--- src/rtl/bwin_pkg.sv ---
package bwin_pkg;
  localparam int ADDR_W   = 64;
  localparam int DATA_W   = 32;
  localparam int REG_AW   = 3;
  localparam int IO_LO_W  = 4;
  localparam int IO_HI_W  = 16;
  localparam int MEM_W    = 12;
  localparam int PF_HI_W  = 32;
  localparam int IO_SPAN  = 32;
  localparam logic [3:0] PF_TYPE = 4'b0001;

  typedef enum logic [1:0] {
    CMD_IO_RD  = 2'd0,
    CMD_IO_WR  = 2'd1,
    CMD_MEM_RD = 2'd2,
    CMD_MEM_WR = 2'd3
  } bwin_cmd_e;

  localparam logic [REG_AW-1:0] RA_IO_LO = 3'd0;
  localparam logic [REG_AW-1:0] RA_IO_HI = 3'd1;
  localparam logic [REG_AW-1:0] RA_MEM   = 3'd2;
  localparam logic [REG_AW-1:0] RA_PF_LO = 3'd3;
  localparam logic [REG_AW-1:0] RA_PF_BH = 3'd4;
  localparam logic [REG_AW-1:0] RA_PF_LH = 3'd5;

  typedef struct packed {
    logic [IO_LO_W-1:0] io_base_lo;
    logic [IO_LO_W-1:0] io_lim_lo;
    logic [IO_HI_W-1:0] io_base_hi;
    logic [IO_HI_W-1:0] io_lim_hi;
    logic [MEM_W-1:0]   mem_base;
    logic [MEM_W-1:0]   mem_lim;
    logic [MEM_W-1:0]   pf_base_lo;
    logic [MEM_W-1:0]   pf_lim_lo;
    logic [PF_HI_W-1:0] pf_base_hi;
    logic [PF_HI_W-1:0] pf_lim_hi;
  } bwin_cfg_t;
endpackage

--- src/rtl/bwin_regs.sv ---
module bwin_regs
  import bwin_pkg::*;
(
  input  logic              clk,
  input  logic              rst_n,
  input  logic              wr_en,
  input  logic [REG_AW-1:0] wr_addr,
  input  logic [DATA_W-1:0] wr_data,
  input  logic [REG_AW-1:0] rd_addr,
  output logic [DATA_W-1:0] rd_data,
  output bwin_cfg_t         cfg
);
  bwin_cfg_t cfg_q, cfg_d;

  always_comb begin
    cfg_d = cfg_q;
    if (wr_en) begin
      unique case (wr_addr)
        RA_IO_LO: begin
          cfg_d.io_base_lo = wr_data[3:0];
          cfg_d.io_lim_lo  = wr_data[7:4];
        end
        RA_IO_HI: begin
          cfg_d.io_base_hi = wr_data[15:0];
          cfg_d.io_lim_hi  = wr_data[31:16];
        end
        RA_MEM: begin
          cfg_d.mem_base = wr_data[11:0];
          cfg_d.mem_lim  = wr_data[27:16];
        end
        RA_PF_LO: begin
          cfg_d.pf_base_lo = wr_data[11:0];
          cfg_d.pf_lim_lo  = wr_data[27:16];
        end
        RA_PF_BH: cfg_d.pf_base_hi = wr_data;
        RA_PF_LH: cfg_d.pf_lim_hi  = wr_data;
        default: ;
      endcase
    end
  end

  always_ff @(posedge clk or negedge rst_n) begin
    if (!rst_n) cfg_q <= '0;
    else if (wr_en) cfg_q <= cfg_d;
  end

  always_comb begin
    rd_data = '0;
    unique case (rd_addr)
      RA_IO_LO: rd_data = {24'h0, cfg_q.io_lim_lo, cfg_q.io_base_lo};
      RA_IO_HI: rd_data = {cfg_q.io_lim_hi, cfg_q.io_base_hi};
      RA_MEM:   rd_data = {4'h0, cfg_q.mem_lim, 4'h0, cfg_q.mem_base};
      RA_PF_LO: rd_data = {PF_TYPE, cfg_q.pf_lim_lo, PF_TYPE, cfg_q.pf_base_lo};
      RA_PF_BH: rd_data = cfg_q.pf_base_hi;
      RA_PF_LH: rd_data = cfg_q.pf_lim_hi;
      default:  rd_data = '0;
    endcase
  end

  assign cfg = cfg_q;

  assert_mem_write_R2: assert property (@(posedge clk) disable iff (!rst_n)
    (wr_en && wr_addr == RA_MEM) |=>
      (cfg_q.mem_base == $past(wr_data[11:0]) && cfg_q.mem_lim == $past(wr_data[27:16])));

  assert_unmapped_write_R2: assert property (@(posedge clk) disable iff (!rst_n)
    (wr_en && wr_addr > RA_PF_LH) |=> $stable(cfg_q));
endmodule

--- src/rtl/bwin_range.sv ---
module bwin_range #(
  parameter int W = 32
) (
  input  logic [W-1:0] base,
  input  logic [W-1:0] limit,
  input  logic [W-1:0] addr,
  output logic         hit
);
  logic ge_base, le_lim;
  always_comb begin
    ge_base = (addr >= base);
    le_lim  = (addr <= limit);
    hit     = ge_base && le_lim;
  end
endmodule

--- src/rtl/bwin_legacy.sv ---
module bwin_legacy
  import bwin_pkg::*;
#(
  parameter int NPAL = 3
) (
  input  logic [IO_SPAN-1:0] io_addr,
  input  logic [ADDR_W-1:0]  mem_addr,
  input  logic               is_write,
  input  logic               isa_mode,
  input  logic               vga_en,
  input  logic               pal_snoop,
  output logic               isa_blk,
  output logic               vga_io,
  output logic               vga_mem,
  output logic               pal_hit
);
  localparam logic [9:0] PAL_CODE [NPAL] = '{10'h3C6, 10'h3C8, 10'h3C9};

  logic low64k;
  logic [9:0] lo10;
  logic [NPAL-1:0] pal_m;

  assign low64k = (io_addr[31:16] == 16'h0);
  assign lo10   = io_addr[9:0];

  genvar gi;
  generate
    for (gi = 0; gi < NPAL; gi++) begin : g_pal
      assign pal_m[gi] = (lo10 == PAL_CODE[gi]);
    end
  endgenerate

  always_comb begin
    isa_blk = isa_mode && low64k && (io_addr[9:8] != 2'b00);
    vga_io  = vga_en && low64k &&
              (((lo10 >= 10'h3B0) && (lo10 <= 10'h3BB)) ||
               ((lo10 >= 10'h3C0) && (lo10 <= 10'h3DF)));
    vga_mem = vga_en && (mem_addr[ADDR_W-1:17] == 47'd5);
    pal_hit = pal_snoop && is_write && low64k && (|pal_m);
  end
endmodule

--- src/rtl/bwin_decoder.sv ---
module bwin_decoder
  import bwin_pkg::*;
(
  input  logic        clk,
  input  logic        rst_n,
  input  logic        wr_en,
  input  logic [2:0]  wr_addr,
  input  logic [31:0] wr_data,
  input  logic [2:0]  rd_addr,
  output logic [31:0] rd_data,
  input  logic        io_en,
  input  logic        mem_en,
  input  logic        isa_mode,
  input  logic        vga_en,
  input  logic        pal_snoop,
  input  logic        txn_valid,
  input  logic [1:0]  txn_cmd,
  input  logic [63:0] txn_addr,
  output logic        dec_valid,
  output logic        fwd,
  output logic        win_hit,
  output logic        inv_fwd
);
  bwin_cfg_t cfg;
  bwin_cmd_e cmd;
  logic is_io, is_wr;
  logic io_win, mem_win, pf_win, mem_lo32;
  logic isa_blk, vga_io, vga_mem, pal_hit;
  logic io_claim, mem_claim;
  logic fwd_d, hit_d, inv_d;
  logic fwd_q, hit_q, inv_q, vld_q;

  assign cmd   = bwin_cmd_e'(txn_cmd);
  assign is_io = (cmd == CMD_IO_RD) || (cmd == CMD_IO_WR);
  assign is_wr = (cmd == CMD_IO_WR);

  bwin_regs u_regs (
    .clk(clk), .rst_n(rst_n), .wr_en(wr_en), .wr_addr(wr_addr),
    .wr_data(wr_data), .rd_addr(rd_addr), .rd_data(rd_data), .cfg(cfg)
  );

  bwin_range #(.W(IO_SPAN)) u_io (
    .base ({cfg.io_base_hi, cfg.io_base_lo, 12'h000}),
    .limit({cfg.io_lim_hi,  cfg.io_lim_lo,  12'hFFF}),
    .addr (txn_addr[31:0]),
    .hit  (io_win)
  );

  bwin_range #(.W(32)) u_mem (
    .base ({cfg.mem_base, 20'h00000}),
    .limit({cfg.mem_lim,  20'hFFFFF}),
    .addr (txn_addr[31:0]),
    .hit  (mem_lo32)
  );

  bwin_range #(.W(ADDR_W)) u_pf (
    .base ({cfg.pf_base_hi, cfg.pf_base_lo, 20'h00000}),
    .limit({cfg.pf_lim_hi,  cfg.pf_lim_lo,  20'hFFFFF}),
    .addr (txn_addr),
    .hit  (pf_win)
  );

  assign mem_win = mem_lo32 && (txn_addr[63:32] == 32'h0);

  bwin_legacy u_leg (
    .io_addr(txn_addr[31:0]), .mem_addr(txn_addr), .is_write(is_wr),
    .isa_mode(isa_mode), .vga_en(vga_en), .pal_snoop(pal_snoop),
    .isa_blk(isa_blk), .vga_io(vga_io), .vga_mem(vga_mem), .pal_hit(pal_hit)
  );

  always_comb begin
    io_claim  = (io_win && !isa_blk) || vga_io || pal_hit;
    mem_claim = mem_win || pf_win || vga_mem;
    if (is_io) begin
      fwd_d = io_en && io_claim;
      hit_d = io_win;
      inv_d = !io_claim;
    end else begin
      fwd_d = mem_en && mem_claim;
      hit_d = mem_win || pf_win;
      inv_d = !mem_claim;
    end
  end

  always_ff @(posedge clk or negedge rst_n) begin
    if (!rst_n) vld_q <= 1'b0;
    else        vld_q <= txn_valid;
  end

  always_ff @(posedge clk or negedge rst_n) begin
    if (!rst_n) begin
      fwd_q <= 1'b0;
      hit_q <= 1'b0;
      inv_q <= 1'b0;
    end else if (txn_valid) begin
      fwd_q <= fwd_d;
      hit_q <= hit_d;
      inv_q <= inv_d;
    end
  end

  assign dec_valid = vld_q;
  assign fwd       = fwd_q;
  assign win_hit   = hit_q;
  assign inv_fwd   = inv_q;

  assert_valid_rise_R12: assert property (@(posedge clk) disable iff (!rst_n)
    txn_valid |=> dec_valid);
  assert_valid_idle_R12: assert property (@(posedge clk) disable iff (!rst_n)
    !txn_valid |=> !dec_valid);
  assert_io_gate_R7: assert property (@(posedge clk) disable iff (!rst_n)
    (txn_valid && (txn_cmd[1] == 1'b0) && !io_en) |=> !fwd);
  assert_mem_gate_R7: assert property (@(posedge clk) disable iff (!rst_n)
    (txn_valid && txn_cmd[1] && !mem_en) |=> !fwd);
  assert_isa_block_R8: assert property (@(posedge clk) disable iff (!rst_n)
    (txn_valid && (txn_cmd[1] == 1'b0) && isa_mode && !vga_en && !pal_snoop &&
     txn_addr[31:16] == 16'h0 && txn_addr[9:8] != 2'b00) |=> !fwd);
  assert_vga_mem_R9: assert property (@(posedge clk) disable iff (!rst_n)
    (txn_valid && txn_cmd[1] && mem_en && vga_en &&
     txn_addr >= 64'hA0000 && txn_addr <= 64'hBFFFF) |=> fwd);
  assert_fwd_inv_R11: assert property (@(posedge clk) disable iff (!rst_n)
    (dec_valid && fwd) |-> !inv_fwd);
endmodule

--- config.mk ---
export PLATFORM = sky130hd
export DESIGN_NAME = bwin_decoder
export DESIGN_NICKNAME = d
export VERILOG_FILES = /design/src/rtl/bwin_pkg.sv /design/src/rtl/bwin_regs.sv /design/src/rtl/bwin_range.sv /design/src/rtl/bwin_legacy.sv /design/src/rtl/bwin_decoder.sv
export SDC_FILE = /design/constraint.sdc
export NUM_CORES = 1
export LEC_CHECK = 0
export BUFFER_PORTS_ARGS = -buffer_cell sky130_fd_sc_hd__buf_2
export CORE_MARGIN = 1
export CORE_UTILIZATION = 50
export DETAILED_ROUTE_END_ITERATION = 12
export PLACE_DENSITY = 0.71
export SYNTH_ARGS = -nofsm -noshare
export SYNTH_HDL_FRONTEND = slang
export SYNTH_SLANG_ARGS = --single-unit
--- constraint.sdc ---
create_clock -name clk -period 6.4 [get_ports clk]
set_input_delay 1.6 -clock clk [delete_from_list [all_inputs] [get_ports clk]]
set_output_delay 1.6 -clock clk [all_outputs]
set_load 0.01 [all_outputs]
After elaboration in Yosys (flattened, before gate mapping)
Index checks and enable logic that the tools add are counted.
W data, S select, Z words.
{ "op_classes": {"n_lt_le_gt_ge": 10, "n_eq_ne": 15, "mux": 4, "reduce_logical": 39} }
{ "ops": {"columns": ["cell", "count"], "rows": [
  ["$pmux W32 S6", 1],
  ["$ge A32 B32 Y1", 2],
  ["$ge A64 B64 Y1", 1],
  ["$le A32 B32 Y1", 2],
  ["$le A64 B64 Y1", 1],
  ["$eq A47 B3 Y1 const B", 1],
  ["$logic_not A32 Y1", 1],
  ["$eq A10 B10 Y1 const B", 3],
  ["$ge A10 B10 Y1 const B", 2],
  ["$le A10 B10 Y1 const B", 2],
  ["$logic_and A1 B1 Y1", 17],
  ["$logic_not A16 Y1", 1],
  ["$eq A3 B2 Y1 const B", 4],
  ["$eq A3 B3 Y1 const B", 4],
  ["$reduce_and A2 Y1", 6],
  ["$eq A3 B1 Y1 const B", 2],
  ["$logic_not A3 Y1", 2],
  ["$logic_or A1 B1 Y1", 6],
  ["$logic_not A1 Y1", 3],
  ["$mux W1", 3],
  ["$reduce_or A3 Y1", 1],
  ["$eq A2 B1 Y1 const B", 1],
  ["$logic_not A2 Y1", 1],
  ["$reduce_bool A2 Y1", 1]
]} }
{ "word_totals": {"regBits": 156, "output_inout_bits": 36} }

Longest topological paths before layout
Gate-level depths: netlist (run 1).
{ "depth": {"depth_word": 9, "depth_mapped": 10, "depth_no_buf": 10} }

Modules after synthesis
Synthesis (run 1) repeated with hierarchy kept, for this count alone.
{ "unflattened": {"cells_unflattened": 1456, "area_unflattened_um2": 13904.6} }
{ "modules_own_cells": {"columns": ["mod", "instances", "cells_each", "area_per_inst_um2", "seq_area_each_um2"], "rows": [
  ["bwin_regs", 1, 484, 7013.0, 3803.6],
  ["bwin_range (u_io ...)", 2, 226, 1604.0, 0.0],
  ["bwin_range (u_pf)", 1, 451, 3168.0, 0.0],
  ["bwin_decoder", 1, 31, 287.8, 100.1],
  ["bwin_legacy", 1, 38, 227.7, 0.0]
]} }

Least setup slack after synthesis (run 1)
OpenSTA, ideal clock, no wires.
{ "synth_path": {"kind": "input to output", "from": "in rd_addr[1]", "to": "out rd_data[19]", "arrival_ps": 2817, "required_ps": 4800, "path_slack_ps": 1983, "path_stages": 6, "n_path_buf": 3, "cell_sequence": "buf_2 nor2b_1 clkbuf_1 buf_1 a22oi_1 o22ai_1"} }
{ "synth_between": {"elab_chain_len": 2, "word_cells_on_any_way": 7, "classes_between": "eq/ne (5); mux (1); reduce/logical (1)"} }
{ "synth_rtl": {"columns": ["element", "line_no", "text"], "rows": [
  ["from (decl)", "bwin_decoder.sv:9", "input logic [2:0] rd_addr,"],
  ["$eq A3 B3 Y1 (tied with other cells)", "bwin_regs.sv:49", "unique case (rd_addr)"],
  ["$pmux W32 S6 *", "bwin_regs.sv:49", null],
  ["to (decl)", "bwin_decoder.sv:10", "output logic [31:0] rd_data,"]
]} }
Mark *: on every way between the ends. The rest lies on a longest branch, timed or not.

Worst setup path after layout (run 1)
{ "layout_path": {"from": "in rd_addr[0]", "to": "out rd_data[1]"} }
The elaborated chain is that of the path after synthesis.

==> results of run 1 <==
## final cells by class
cell class / count / share of cell area, %
multi-input cells: 855 / 49.3
flip-flops and latches: 156 / 31.3
repair buffers: 161 / 6.76
inverters: 159 / 4.78
clock buffers: 19 / 3.63
well taps: 275 / 2.76
clock inverters: 12 / 1.47
## per-stage QoR
stage | std cells | util [%] | setup slack, ns | hold WS [ns]
final | 1637 | 59.0 | 1.39 | 0.506
after CTS | 1637 | 59.0 | 1.42 | 0.509
after global routing | 1637 | 59.0 | 1.31 | 0.542
after floorplan | 1216 | - | 1.98 | 0.479
after global placement | 1606 | 56.0 | 1.49 | 0.486
after detailed placement | 1606 | 56.0 | 1.42 | 0.495
## routing by layer
layer	vias up	GRT usage, %	wire length, um
met5	-	0	0
met4	0	11.0	890
met3	60	5.99	2880
met2	419	45.7	14600
met1	4660	43.6	14900
li1	4580	-	-
## sequential cells by signal, summed over array words and instances, names as in the netlist
| name | cells |
|---|---|
| u_regs.cfg | 152 |
| dec_valid | 1 |
| win_hit | 1 |
| fwd | 1 |
| inv_fwd | 1 |
## Yosys cell counts (all sizes together) (19+ instances only)
master,count,area [um^2]
mux2i,27,270
a21oi,59,299
ha,152,1900
a22oi,26,195
inv,159,597
nor4,20,125
nand2,170,638
nand4,32,200
clkbuf,37,139
nand3,19,105
o21ai,145,726
nor2,29,109
dfrtp,156,3900
mux2,58,653
o22ai,28,181
## path summary, 6_finish.rpt
check	from	cells past startpoint	to
max	rd_addr[0]	6	rd_data[1]
min	u_regs.cfg[80]$_DFFE_PN0P_	1	u_regs.cfg[80]$_DFFE_PN0P_
max reg2reg	u_regs.cfg[43]$_DFFE_PN0P_	9	fwd$_DFFE_PN0P_
min reg2reg	u_regs.cfg[80]$_DFFE_PN0P_	1	u_regs.cfg[80]$_DFFE_PN0P_
max in group asynchronous	rst_n	2	u_regs.cfg[49]$_DFFE_PN0P_
min in group asynchronous	rst_n	1	u_regs.cfg[118]$_DFFE_PN0P_
## cell families (layout without fill, tap and decap cells)
family / Yosys count / in the layout / synth area share [%]
compound gates: 308 / 308 / 16.7
fa+ha+maj: 152 / 152 / 17.6
simple gates: 306 / 306 / 13.1
flops: 156 / 156 / 36.1
mux: 89 / 89 / 9.36
buf+inv: 205 / 351 / 7.16
## report_power, final
group / internal (mW) / switching [mW] / leakage (nW)
logic: 0.478 / 0.676 / 3.91
registers: 1.20 / 0.137 / 1.89
clock network: 0.677 / 0.438 / 0.307
total: 2.35 / 1.25 / 6.11
==> results.py, run 1 <==
metrics = {
    "setup_path": {
        "cp.required_ns": 4.80,
        "path_common_cell": "buf_2",
        "critPathBufInv": 3,
        "critPathArrivalTime_ns": 3.41,
        "crit_path_cell_trace": "buf_2, inv_1, nor2_1, a22oi_1, o22ai_1, buf_2",
        "worstSetupPathType": "input port to primary output",
        "r2r_slack_ns": 3.60,
        "crit_path_top_delay_cell": "buf_2",
        "start_kind": "input port",
        "max_stage_delay_ns": 0.57,
        "crit_path_end_kind": "primary output",
        "critPathTopFamily": "buffers and inverters",
        "crit_fanout": 32,
    },
    "floorplanning": {
        "initial_utilization_pct": 51.2,
        "io_pins": 149,
        "core-area_um2": 21200,
        "chipWidth_um": 149,
        "dieArea_um2": 22200,
        "rows": 53,
        "die_h_um": 149,
    },
    "synthesis": {
        "synth_cells": 1216,
        "synth-edff-count": 0,
        "synth-seq-cells": 156,
        "ys.flop_type": "dfrtp_1",
        "synth.avg_cell_area_um2": 8.90,
        "synth_nets": 1481,
        "synth_seq_area_share_pct": 36.1,
        "ys_types": 46,
        "async_flop_share_pct": 100,
        "synth_area_um2": 10800,
        "ys_warn_count": 0,
    },
    "grt": {
        "grt_overflow_total": 0,
        "first_global_vias": 9157,
        "grt_max_degree": 106,
        "antenna_found_initial": 0,
        "grt_use_total_pct": 30.5,
        "grt_pass1_wl_mm": 50.9,
    },
    "cts": {
        "cts_sinks": 156,
        "cts_root_buf": "clkbuf_16",
        "cts_tree": "yes",
        "cts_hold_buf": 0,
        "cts_resized": 0,
        "clk_latency_ns": 0.43,
        "htree_levels": 4,
        "clockBufferDepth": 2,
        "clk_pin_slew_ns": 0.06,
        "cts_setup_buffers": 0,
        "cts_made_buffers": 17,
    },
    "place": {
        "post-dp-hpwl_mm": 25.4,
        "place_area_um2": 11900,
        "place.gp.congestion": 0.894,
        "portBuffers": 148,
    },
    "power": {
        "cellPowerDensity_nw_per_um2": 288,
        "peakVddDrop_mv": 0.153,
        "leakage_nw": 6.11,
        "total_power_mw": 3.60,
    },
    "detailed_routing": {
        "firstDrtPassIters": 5,
        "vias": 9719,
        "drtAntennaViolNets": 0,
        "wl_mm": 33.3,
        "drc_errors": 0,
        "routedWlPerCell_um": 20.3,
        "dr.first_iter.drc_count": 737,
        "viasPerCell": 5.94,
    },
    "layout": {
        "n_antenna_cell": 0,
        "drive_gt1_share_pct": 19.5,
        "design_area_um2": 12500,
        "nFillCells": 1904,
        "final_common_cell": "nand2_1",
        "seq_area_um2": 3900,
        "multi_input_area_um2": 6160,
        "syn_to_final_growth_pct": 15.4,
        "fin_nets": 1615,
        "final_cell_mix": "nand2_1, inv_1, dfrtp_1, ha_1, buf_2",
    },
    "sta": {
        "clock_skew_ns": 0.0151,
        "relSlewSlack_pct": 18.1,
        "finalHoldViolCount": 0,
        "setup_viol": 0,
        "tns_ns": 0,
        "finalCriticalPeriod_ns": 5.01,
        "maxSlewViolCount": 0,
        "post-route-period-util_pct": 78.3,
        "fmax_ghz": 0.200,
        "rsz0062_at_grt": "no",
        "worst_slew_pin_slew_ns": 1.23,
    },
    "outcome": {
        "status": "completed",
    },
    "worst_hold_path": {
        "hp-class": "flip-flop to flip-flop",
    },
    "job": {
        "cap_violations": 0,
    },
}
(Power assumes the default switching activity.)
==> run 2: changes to the inputs <==
ABC_AREA = 1   (was not set)
PLACE_DENSITY = 0.74   (was 0.71)
clock period = 4.2 ns   (was 6.4 ns; I/O delays follow)
==> results.py, run 2 <==
metrics = {
    "outcome": {
        "status": "completed",
    },
    "synthesis": {
        "synth.avg_cell_area_um2": 7.65,
        "synthAdderAreaFrac_pct": 17.1,
        "netlist_top_cells_count": "nand2_1, inv_1, o21ai_0, dfrtp_1, ha_1",
        "synth-edff-count": 0,
        "async_flop_share_pct": 100,
        "ys_types": 38,
        "yosys-top-cells-area": "dfrtp_1, ha_1, nand2_1",
        "ys_warn_count": 0,
        "synth_top_cell_by_area": "dfrtp_1",
        "synth_cells": 1452,
        "synth_nets": 1717,
        "synth.most_common_cell": "nand2_1",
        "synth-simple-area-share_pct": 19.8,
        "ys.flop_type": "dfrtp_1",
        "synth_compound_area_share_pct": 17.8,
        "synth-seq-cells": 156,
        "synth_seq_area_share_pct": 35.2,
        "synth_area_um2": 11100,
        "synth_top_family_by_area": "simple AND/OR/NAND/NOR gates",
        "yosys-mux-area-fraction_pct": 0,
        "synth_top_area_share_pct": 35.2,
        "synth_xor_area_share_pct": 0,
    },
    "place": {
        "place_area_um2": 12100,
        "portBuffers": 148,
        "place.gp.congestion": 0.945,
        "post-dp-hpwl_mm": 25.2,
    },
    "sta": {
        "fmax_ghz": 0.267,
        "clock_skew_ns": 0.00905,
        "finalHoldViolCount": 0,
        "relSlewSlack_pct": 18.4,
        "finalCriticalPeriod_ns": 3.75,
        "rsz0062_at_grt": "no",
        "setup_viol": 0,
        "worst_slew_pin_slew_ns": 1.22,
        "tns_ns": 0,
        "post-route-period-util_pct": 89.2,
        "maxSlewViolCount": 0,
    },
    "detailed_routing": {
        "vias": 10500,
        "firstDrtPassIters": 8,
        "drc_errors": 0,
        "drtAntennaViolNets": 0,
        "routedWlPerCell_um": 17.8,
        "dr.first_iter.drc_count": 789,
        "wl_mm": 33.6,
        "viasPerCell": 5.55,
    },
    "power": {
        "p_comb_share_pct": 31.0,
        "seqPwrFrac_pct": 37.8,
        "cellPowerDensity_nw_per_um2": 412,
        "swShare_pct": 35.9,
        "clkPwrFrac_pct": 31.1,
        "p_int_mw": 3.36,
        "peakVddDrop_mv": 0.299,
        "leakage_nw": 6.74,
        "p_switching_mw": 1.88,
        "total_power_mw": 5.24,
    },
    "setup_path": {
        "cp.required_ns": 3.15,
        "r2r_slack_ns": 1.99,
        "critPathArrivalTime_ns": 2.70,
        "crit_fanout": 28,
        "crit_path_end_kind": "primary output",
        "start_kind": "input port",
        "worstSetupPathType": "input port to primary output",
    },
    "layout": {
        "fin_util_pct": 58.3,
        "syn_to_final_growth_pct": 14.6,
        "largest_reg_flops": 152,
        "final_cell_mix": "nand2_1, inv_1, o21ai_0, dfrtp_1, ha_1",
        "nFillCells": 1982,
        "design_area_um2": 12700,
        "drive_gt1_share_pct": 14.6,
        "fin_nets": 1857,
        "final_common_cell": "nand2_1",
        "n_antenna_cell": 0,
    },
    "floorplanning": {
        "io_pins": 149,
        "rows": 54,
        "chipWidth_um": 151,
        "dieArea_um2": 22800,
        "initial_utilization_pct": 50.9,
        "core-area_um2": 21800,
        "die_h_um": 151,
    },
    "cts": {
        "clk_pin_slew_ns": 0.06,
        "cts_root_buf": "clkbuf_16",
        "clockBufferDepth": 2,
        "cts_hold_buf": 0,
        "clk_latency_ns": 0.44,
        "cts_setup_buffers": 0,
        "cts_tree": "yes",
        "cts_made_buffers": 17,
        "htree_levels": 4,
        "cts_resized": 0,
        "cts_sinks": 156,
    },
    "grt": {
        "first_global_vias": 10100,
        "grt_use_total_pct": 30.6,
        "antenna_found_initial": 0,
        "grt_overflow_total": 0,
        "grt_pass1_wl_mm": 52.5,
        "grt_max_degree": 69,
    },
    "worst_hold_path": {
        "hp-class": "flip-flop to flip-flop",
    },
    "job": {
        "cap_violations": 0,
    },
}
## run 2: power groups by stage
stage               registers [mW]  logic (mW)  clock network [mW]
floorplan                     1.94        1.08                   0
global placement              2.00        1.53                   0
detailed placement            2.00        1.59                   0
CTS                           1.98        1.61                1.64
global route                  2.01        1.87                1.69
finish                        1.98        1.63                1.63
## run 2: layout make-up
cell class / instances / area, um^2 / share of cell area, %
inverter: 250 / 938 / 7.37
clock inverter: 12 / 161 / 1.27
tap: 280 / 350 / 2.75
timing repair buffer: 160 / 850 / 6.68
clock buffer: 20 / 447 / 3.51
multi-input combinational: 1007 / 6070 / 47.7
sequential: 156 / 3900 / 30.7
## run 2: worst max-delay path: stages
cell,delay (ns)
buf_2,0.14
inv_2,0.10
nor3_4,0.07
inv_2,0.54
o22ai_1,0.13
a31oi_1,0.21
o2111ai_1,0.23
buf_2,0.21
## run 2: worst paths after layout
| check | depth (start not counted) | start | endpoint |
|---|---|---|---|
| max in group asynchronous | 2 | rst_n | u_regs.cfg[114]$_DFFE_PN0P_ |
| min in group asynchronous | 1 | rst_n | u_regs.cfg[31]$_DFFE_PN0P_ |
| worst min register to register | 2 | inv_fwd$_DFFE_PN0P_ | inv_fwd$_DFFE_PN0P_ |
| worst max register to register | 15 | u_regs.cfg[51]$_DFFE_PN0P_ | inv_fwd$_DFFE_PN0P_ |
| worst min-delay path | 2 | inv_fwd$_DFFE_PN0P_ | inv_fwd$_DFFE_PN0P_ |
| worst max-delay path | 8 | rd_addr[2] | rd_data[0] |
## run 2: per-layer routing
metal  part of all wire (%)  vias up  global-route usage (%)
li1                       -     5073                       -
met1                     44     4845                    40.4
met2                     45      466                    49.1
met3                    7.5       77                    5.03
met4                    3.6        0                    14.2
met5                      0        -                       0
## run 2: stage by stage
stage	hold WS (ns)	setup slack, ns	instances
floorplan	0.453	1.23	1452
detailed placement	0.461	0.522	1853
CTS	0.478	0.519	1885
global placement	0.466	0.514	1853
finish	0.477	0.452	1885
global route	0.511	0.348	1885
## run 2: cells by family after synthesis
logic type,Yosys count
DFF,156
and+or+nand+nor,526
AOI/OAI and AO/OA,329
adders and majority gates,152
buffers and inverters,289
==> run 3: changes to the inputs <==
BUFFER_PORTS_ARGS = not set   (was -buffer_cell sky130_fd_sc_hd__buf_2)
DONT_BUFFER_PORTS = 1   (was not set)
PLACE_DENSITY = 0.68   (was 0.74)
==> results.py, run 3 (synthesis gave the netlist of run 2 again) <==
metrics = {
    "outcome": {
        "status": "completed",
    },
    "setup_path": {
        "path_common_cell": "inv_2",
        "worstSetupPathType": "input port to primary output",
        "critPathArrivalTime_ns": 2.54,
        "r2r_start": "u_regs.cfg[47]$_DFFE_PN0P_",
        "start_kind": "input port",
        "crit_path_cell_trace": "inv_2, nor3_4, inv_2, o22ai_1, a31oi_1, o2111ai_1, buf_4",
        "worstReg2RegEnd": "inv_fwd$_DFFE_PN0P_",
        "r2r_cells": 15,
        "cp.required_ns": 3.15,
        "crit_path_end_kind": "primary output",
        "max_stage_delay_ns": 0.51,
        "r2r_slack_ns": 2.07,
        "crit_path_top_delay_cell": "inv_2",
        "crit_fanout": 28,
    },
    "power": {
        "peakVddDrop_mv": 0.228,
        "total_power_mw": 5.15,
        "leakage_nw": 6.15,
        "cellPowerDensity_nw_per_um2": 429,
    },
    "detailed_routing": {
        "drtAntennaViolNets": 0,
        "firstDrtPassIters": 5,
        "vias": 9800,
        "viasPerCell": 5.63,
        "dr.first_iter.drc_count": 826,
        "drc_errors": 0,
        "wl_mm": 33.2,
        "routedWlPerCell_um": 19.1,
    },
    "cts": {
        "cts_hold_buf": 0,
        "cts_sinks": 156,
        "cts_root_buf": "clkbuf_16",
        "htree_levels": 4,
        "cts_setup_buffers": 0,
        "cts_resized": 0,
        "clk_pin_slew_ns": 0.08,
        "clockBufferDepth": 2,
        "cts_made_buffers": 17,
        "cts_tree": "yes",
        "clk_latency_ns": 0.45,
    },
    "sta": {
        "fmax_ghz": 0.279,
        "worst_slew_pin_slew_ns": 0.695,
        "finalHoldViolCount": 0,
        "finalCriticalPeriod_ns": 3.59,
        "clock_skew_ns": 0.00681,
        "setup_viol": 0,
        "post-route-period-util_pct": 85.5,
        "maxSlewViolCount": 0,
        "tns_ns": 0,
        "hold_slack_ns": 0.288,
        "relSlewSlack_pct": 53.6,
        "rsz0062_at_grt": "no",
    },
    "layout": {
        "nFillCells": 2056,
        "final_cell_mix": "nand2_1, inv_1, o21ai_0, dfrtp_1, ha_1",
        "fin_nets": 1713,
        "largest_reg_flops": 152,
        "n_antenna_cell": 0,
        "final_common_cell": "nand2_1",
        "drive_gt1_share_pct": 6.37,
        "syn_to_final_growth_pct": 8.22,
    },
    "floorplanning": {
        "io_pins": 149,
        "dieArea_um2": 22800,
        "die_h_um": 151,
        "core-area_um2": 21800,
        "initial_utilization_pct": 50.9,
        "rows": 54,
        "chipWidth_um": 151,
    },
    "place": {
        "portBuffers": 0,
        "post-dp-hpwl_mm": 24.7,
        "place.gp.congestion": 0.960,
    },
    "grt": {
        "grt_max_degree": 157,
        "grt_pass1_wl_mm": 51.6,
        "grt_overflow_total": 0,
        "antenna_found_initial": 0,
        "grt_use_total_pct": 30.3,
        "first_global_vias": 9334,
    },
    "job": {
        "cap_violations": 0,
    },
    "worst_hold_path": {
        "hp-class": "input port to async pin",
    },
}
==> run 3: layout make-up <==
| type | instances | area (um^2) | share of cell area (%) |
|---|---|---|---|
| inverter | 250 | 938 | 7.81 |
| clock buffer | 17 | 425 | 3.54 |
| multi-input combinational | 1007 | 6070 | 50.6 |
| clock inverter | 15 | 200 | 1.67 |
| sequential | 156 | 3900 | 32.5 |
| tap | 280 | 350 | 2.92 |
| timing repair buffer | 16 | 120 | 1.00 |
==> run 3: per-layer routing <==
metal,routed length [um],global-route usage [%]
met5,0,0
met4,919,10.8
met3,2780,7.05
met2,14900,48.4
met1,14600,40.1
==> run 3: worst max path at each step <==
stage / startpoint / endpoint / slack, ns / cells after the start
2_1_floorplan: rd_addr[0] / rd_data[12] / 1.23 / 5
3_3_place_gp: rd_addr[2] / rd_data[0] / 0.67 / 7
3_5_place_dp: rd_addr[2] / rd_data[0] / 0.63 / 7
4_1_cts: rd_addr[2] / rd_data[0] / 0.63 / 7
5_1_grt: rd_addr[2] / rd_data[2] / 0.55 / 7
6_report: rd_addr[2] / rd_data[0] / 0.61 / 7
==> run 3: stage by stage <==
step | setup WS [ns] | instance area (um^2) | instances | utilization (%)
floorplan | 1.23 | 11100 | 1452 | -
global placement | 0.666 | 11400 | 1709 | 52.2
detailed placement | 0.628 | 11400 | 1709 | 52.2
CTS | 0.633 | 12000 | 1741 | 55.0
global route | 0.547 | 12000 | 1741 | 55.0
finish | 0.610 | 12000 | 1741 | 55.0
==> run 3: where the power goes <==
group | leakage [nW] | internal (mW) | switching (mW)
logic | 3.88 | 0.558 | 0.891
registers | 1.96 | 1.78 | 0.205
clock network | 0.307 | 0.960 | 0.751
total | 6.15 | 3.30 | 1.85
==> run 3: worst max-delay path, delay by kind of cell <==
kind	cells	cell delay [ns]
AO/OA/AOI/OAI	3	0.62
buffers and inverters	3	0.79
AND/OR/NAND/NOR	1	0.07
